[config.mk]
export PLATFORM = sky130hd
export DESIGN_NAME = cfg_cycle_router
export DESIGN_NICKNAME = d
export VERILOG_FILES = /design/src/rtl/cfg_cycle_router.sv
export SDC_FILE = /design/constraint.sdc
export NUM_CORES = 1
export LEC_CHECK = 0
export BUFFER_PORTS_ARGS = -buffer_cell sky130_fd_sc_hd__buf_2
export CAP_MARGIN = 15
export CORE_ASPECT_RATIO = 1.1
export CORE_UTILIZATION = 52
export CTS_CLUSTER_SIZE = 8
export DETAILED_ROUTE_END_ITERATION = 12
export PLACE_DENSITY = 0.9
export SLEW_MARGIN = 20
export SYNTH_ARGS = -nofsm -noshare
export SYNTH_HDL_FRONTEND = slang
export SYNTH_SLANG_ARGS = --single-unit
[constraint.sdc]
create_clock -name clk -period 4.05 [get_ports clk]
set_input_delay 0 -clock clk [delete_from_list [all_inputs] [get_ports clk]]
set_output_delay 0 -clock clk [all_outputs]
set_load 0.02 [all_outputs]
[src/rtl/cfg_cycle_router.sv]
module cfg_cycle_router #(
  parameter int AW = 16
) (
  input  logic          clk,
  input  logic          rst_n,
  input  logic          io_req,
  input  logic [AW-3:0] io_addr,
  input  logic [3:0]    io_be,
  input  logic          io_wr,
  input  logic [31:0]   io_wdata,
  input  logic [7:0]    sec_bus,
  input  logic [7:0]    sub_bus,
  input  logic [31:0]   tgt_rdata,
  output logic          cyc_valid,
  output logic [1:0]    cyc_tgt,
  output logic          cyc_type1,
  output logic [7:0]    cyc_bus,
  output logic [4:0]    cyc_dev,
  output logic [2:0]    cyc_fn,
  output logic [5:0]    cyc_reg,
  output logic [3:0]    cyc_be,
  output logic          cyc_wr,
  output logic [31:0]   cyc_wdata,
  output logic          io_rvalid,
  output logic [31:0]   io_rdata
);
  localparam logic [AW-3:0] IDX_ADDR = (AW-2)'(16'h0CF8 >> 2);
  localparam logic [AW-3:0] IDX_DATA = (AW-2)'(16'h0CFC >> 2);
  localparam logic [1:0] TGT_INT = 2'd0, TGT_HUB = 2'd1, TGT_AGP = 2'd2;
  localparam logic [1:0] SRC_ADDR = 2'd0, SRC_TGT = 2'd1, SRC_ABORT = 2'd2;

  logic        en_q;
  logic [21:0] adr_q;
  logic        rd_pend;
  logic [1:0]  rd_src;
  logic [3:0]  rd_be;
  logic [31:0] rd_word;

  wire hit_a = io_req && (io_addr == IDX_ADDR);
  wire hit_d = io_req && (io_addr == IDX_DATA);
  wire [31:0] adr_word = {en_q, 7'b0, adr_q, 2'b00};
  wire [7:0]  bus = adr_q[21:14];
  wire [4:0]  dev = adr_q[13:9];

  logic [1:0] route_tgt;
  logic       route_t1;
  always_comb begin
    if (bus == 8'd0) begin
      route_t1  = 1'b0;
      route_tgt = (dev == 5'd0 || dev == 5'd1 || dev == 5'd6) ? TGT_INT : TGT_HUB;
    end else if (bus == sec_bus) begin
      route_t1  = 1'b0;
      route_tgt = TGT_AGP;
    end else if (bus > sec_bus && bus <= sub_bus) begin
      route_t1  = 1'b1;
      route_tgt = TGT_AGP;
    end else begin
      route_t1  = 1'b1;
      route_tgt = TGT_HUB;
    end
  end

  always_ff @(posedge clk or negedge rst_n) begin
    if (!rst_n) begin
      en_q  <= 1'b0;
      adr_q <= '0;
    end else if (hit_a && io_wr && io_be == 4'hF) begin
      en_q  <= io_wdata[31];
      adr_q <= io_wdata[23:2];
    end
  end

  always_ff @(posedge clk or negedge rst_n) begin
    if (!rst_n) begin
      cyc_valid <= 1'b0;
      cyc_tgt   <= '0;
      cyc_type1 <= 1'b0;
      cyc_bus   <= '0;
      cyc_dev   <= '0;
      cyc_fn    <= '0;
      cyc_reg   <= '0;
      cyc_be    <= '0;
      cyc_wr    <= 1'b0;
      cyc_wdata <= '0;
      rd_pend   <= 1'b0;
      rd_src    <= SRC_ADDR;
      rd_be     <= '0;
      rd_word   <= '0;
    end else begin
      cyc_valid <= hit_d && en_q;
      if (hit_d && en_q) begin
        cyc_tgt   <= route_tgt;
        cyc_type1 <= route_t1;
        cyc_bus   <= bus;
        cyc_dev   <= dev;
        cyc_fn    <= adr_q[8:6];
        cyc_reg   <= adr_q[5:0];
        cyc_be    <= io_be;
        cyc_wr    <= io_wr;
        cyc_wdata <= io_wdata;
      end
      rd_pend <= (hit_a || hit_d) && !io_wr;
      rd_src  <= hit_a ? SRC_ADDR : (en_q ? SRC_TGT : SRC_ABORT);
      rd_be   <= io_be;
      rd_word <= adr_word;
    end
  end

  logic [31:0] lane_mask, rd_sel;
  always_comb begin
    for (int i = 0; i < 4; i++) lane_mask[i*8 +: 8] = {8{rd_be[i]}};
    case (rd_src)
      SRC_ADDR: rd_sel = rd_word;
      SRC_TGT:  rd_sel = tgt_rdata;
      default:  rd_sel = '1;
    endcase
  end

  always_ff @(posedge clk or negedge rst_n) begin
    if (!rst_n) begin
      io_rvalid <= 1'b0;
      io_rdata  <= '0;
    end else begin
      io_rvalid <= rd_pend;
      io_rdata  <= rd_pend ? (rd_sel & lane_mask) : '0;
    end
  end
endmodule


After elaboration in Yosys (flattened, before gate mapping)
Index checks and enable logic that the tools add are counted.
{"block": "word_totals", "output_inout_bits": 96, "ff_bits": 149}
{"block": "classes", "n_eq_ne": 7, "order_cmp": 2, "n_mux": 10, "n_bitwise": 1, "n_reduce_logical": 14}
{"operator": "$pmux 32 s2", "count": 1}
{"operator": "$and 32x32->32", "count": 1}
{"operator": "$mux 32", "count": 1}
{"operator": "$eq 14x10->1 const B", "count": 2}
{"operator": "$mux 2", "count": 5}
{"operator": "$eq 8x8->1", "count": 1}
{"operator": "$gt 8x8->1", "count": 1}
{"operator": "$le 8x8->1", "count": 1}
{"operator": "$logic_not 8->1", "count": 1}
{"operator": "$logic_and 1x1->1", "count": 7}
{"operator": "$eq 5x1->1 const B", "count": 1}
{"operator": "$eq 5x3->1 const B", "count": 1}
{"operator": "$logic_not 5->1", "count": 1}
{"operator": "$eq 4x4->1 const B", "count": 1}
{"operator": "$logic_or 1x1->1", "count": 3}
{"operator": "$mux 1", "count": 3}
{"operator": "$eq 2x1->1 const B", "count": 1}
{"operator": "$logic_not 2->1", "count": 1}
{"operator": "$logic_not 1->1", "count": 1}

Depth between registers and ports, before layout
{"block": "logic_depth", "ltp_word": 5, "depth_mapped": 7}

Worst setup path after synthesis
Ideal clock, no wire load.
{"block": "synth_path", "path_type": "input -> register", "startpoint": "input port io_addr[11]", "endpoint": "register adr_q[0]", "stages": 6, "t_required_ps": 3925, "slack_ps": 1947, "arrival_time_ps": 1979, "path_buffers": 2, "cell_sequence": "or4_1 or4_1 buf_2 nor4_4 buf_6 mux2_2"}
{"block": "synth_via", "elab_chain_cells": 4}
{"element": "from (decl)", "line": "7", "rtl": "input logic [AW-3:0] io_addr,"}
{"element": "$eq 14x10->1", "line": "39", "rtl": "wire hit_a = io_req && (io_addr == IDX_ADDR);"}
{"element": "$logic_and 1x1->1", "line": "39"}
{"element": "$logic_and 1x1->1 (2 in series)", "line": "67", "rtl": "end else if (hit_a && io_wr && io_be == 4'hF) begin"}
{"element": "to (signal assigned)", "line": "69", "rtl": "adr_q <= io_wdata[23:2];"}
{"element": "to (decl)", "line": "33", "rtl": "logic [21:0] adr_q;"}
No other way between the ends.
A chain may end at the register's enable or synchronous reset.

Final worst setup path
{"block": "layout_path", "startpoint": "input port io_addr[11]", "endpoint": "register adr_q[1]"}
The elaborated chain is that of the path after synthesis.

==> results.md <==
* Status: finished clean
* Vias in the first global route at 4,811
* Hold path startpoint: io_addr[1]
* Post-route minimum period at 2.343 ns
* Largest net degree at the start of global routing at 115
* Hold endpoint: rd_pend
* Max Buffers Root-to-Sink at 2
* Cell Rows at 40
* Clock Latency Late Sink at 0.42 ns
* Mapped Cells at 426
* Most frequent cells in the layout: buf_2, dfrtp_1, mux2_2, dlygate4sd3_1, nor2_1
* Syn_nets at 544
* Most used cell, CP: or4_1
* Pleak at 0.004609 uW
* Final worst slack at 1.707 ns
* Slowest CP cell: nor4_4
* Worst-path cell chain: buf_2 > or4_1 > or4_1 > nor4_4 > buf_4 > mux2_2
* Critical-path maximum fanout at 15
* Slew margin rel. at 42.28%
* Final Hold Viols at 0
* Total Power at 3255 uW
* Mean area per synthesized cell at 13.70 sq um
* Initial core utilization at 53.50%
* Global-route wire length before repair at 24.09 mm
* Final worst-path cycle share at 57.86%
* Hold depth at 4
* Post-CTS Setup Bufs at 0
* Largest registers: cyc_wdata: 32 flops, io_rdata: 32 flops, rd_word: 23 flops
* Endpoints failing setup at 0
* CP Data Required Time at 4.35 ns
* Register area share after synthesis at 63.88%
* Nets@finish at 817
* Worst Path Arrival at 2.64 ns
* DRC violations left at 0
* Ports at 198
* Fillers at 695
* Die height at 113.1 microns
* Buffers on Ports at 197
* H-Tree Depth at 4
* Clock Root Buffer: clkbuf_16
* Initial DRC count at 147
* Type of origin of the critical path: input pin
* Post-Place Setup Slack at 1.326 ns
* Die ar. at 0.01165 sq mm
* Vias per std cell at 5.084
* MaxCap Viol Count at 0
* Initial antenna violation count at 0
* Worst reg-to-reg path cell count at 4
* Least-Margin Pin Slew at 0.8658 ns
* Sum Neg Setup Slack at 0 ns
* Critical path class: in2reg
* Reg clk slew, reported paths at 0.07 ns
* Drt pass-1 iters at 4
* Synth cell types at 30
* Detailed Place HPWL at 9.502 mm
* Total CTS buffers at 17
* CTS sink cnt at 149
* Core area at 0.01091 sq mm
* R2R Path End: cyc_be[1]
* VDD IR max at 0.0003605 V
* Mapped Area at 0.005837 sq mm
* FMAX at 0.4268 GHz
* Type of element capturing the critical path: register
* Crit path largest cell delay at 0.67 ns
* Area occupied by multi-input gates at 0.001947 sq mm
* CP delay by family, top: simple AND/OR/NAND/NOR gates
* Share of cells above drive strength 1 at 44.66%
* Final wirelength at 15.25 mm
* RD Place Congestion at 0.8397
* CTS tree: yes
* Ant. Diodes at 0
* Number of synthesized register bits at 149
* Combined flip-flop and latch cell area at 0.003730 sq mm
* Worst R2R Start: en_q
* Most common cell after layout, fill and taps aside: buf_2
* Final antenna-violating net count at 0
* Global Route Usage Sum at 28.09%
* Reg2Reg Setup Slack at 2.13 ns
* Die extent in x at 103.0 microns
* Clock Skew at 0.01287 ns
* Unrepaired setup endpoints after global routing: no
* Total grt overflow at 0
* Routed via count at 4,367
* Pwr dens at 393.6 mW/mm^2
* Max Slew Vio Count at 0
* Hold Crit Class: in2reg
* Layout area overhead at 41.69%
* Buf/Inv on CP at 2
* Ys Warns at 0
* WL per Instance at 17.76 microns
worst max-delay path by stage:
| stage | slack [ns] | cells past startpoint | end | startpoint |
|---|---|---|---|---|
| 2_1_floorplan | 1.95 | 6 | adr_q[0] | io_addr[11] |
| 3_3_place_gp | 1.39 | 6 | adr_q[3] | io_addr[11] |
| 3_5_place_dp | 1.33 | 6 | adr_q[0] | io_addr[11] |
| 4_1_cts | 1.75 | 6 | adr_q[11] | io_addr[11] |
| 5_1_grt | 1.58 | 6 | adr_q[1] | io_addr[11] |
| 6_report | 1.71 | 6 | adr_q[1] | io_addr[11] |
synth_stat cells:
cell      number  area [sq um]
nor2b_1       24         150.1
mux2_2        82         923.4
clkbuf_1       9         33.78
nor3_1         3         15.01
nand2_1       11         41.29
ha_1          16         200.2
nor2_2         1         6.260
dfrtp_1      149          3729
nor4_1         2         12.51
a31oi_1        1         6.260
or4_1          2         15.01
o21ai_0        5         25.02
or3_1          1         6.260
nand3b_1       2         15.01
a21oi_1       10         50.05
o211ai_1       2         15.01
mux2i_1        2         20.02
nand4_1        3         18.77
nand2b_1       1         6.260
a211oi_1      23         172.7
buf_6          2         22.52
o21a_1         1         7.510
buf_2          1         5.000
nor2_1        42         157.7
nand3_1        4         20.02
o211a_1        1         10.01
buf_4          6         45.04
nor4_4         1         21.27
nand4b_1       3         26.28
inv_1         16         60.06
repair_timing:
item	CTS	global route
gates resized for setup	0	0
hold buffers	71	0
hold endpoints to repair	212	0
cell families after synthesis:
family,after synthesis,share of synthesized area [%]
and+or+nand+nor,100,8.767
DFF,149,63.88
adders and majority gates,16,3.430
AOI/OAI and AO/OA,43,4.909
muxes,84,16.16
buffers and inverters,34,2.851
metrics by stage:
step | instance area (sq um) | instances | hold WS [ns] | utilization, %
after floorplan | 5837 | 426 | -0.2956 | -
after global placement | 6942 | 756 | 0.1450 | 63.62
after detailed placement | 6942 | 756 | 0.1560 | 63.62
after CTS | 8267 | 859 | 0.1446 | 75.77
after global routing | 8270 | 859 | 0.2005 | 75.80
final | 8270 | 859 | 0.1657 | 75.80
layout make-up:
type                       count  area share (%)
sequential                   149           45.10
multi-input combinational    243           23.54
timing repair buffer         272           20.98
clock buffer                  18           5.310
tap                          147           2.224
clock inverter                14           2.118
inverter                      16          0.7262
worst reg2reg max path, cell delays in order (launching register included):
cell and delay [ns]:
dfrtp_1 0.41, nand2_1 0.14, nor2_4 0.10, buf_4 0.66, mux2_2 0.49
routing by layer:
layer  vias to the layer above  global-route usage, %  wire length, microns  share of wire [%]
met5                         -                      0                     0                  0
met4                         0                  14.65                   486                3.2
met3                        38                  7.288                   764                5.0
met2                       172                  47.78                  8176                 54
met1                      2127                  32.28                  5826                 38
li1                       2030                      -                     -                  -
report_power, final:
| group | internal (uW) | total, uW | switching, uW |
|---|---|---|---|
| combinational | 87.6 | 160 | 72.2 |
| sequential | 1490 | 1490 | 0.674 |
| clock | 990 | 1600 | 614 |
Note: power is estimated with default switching activity, not from simulation.
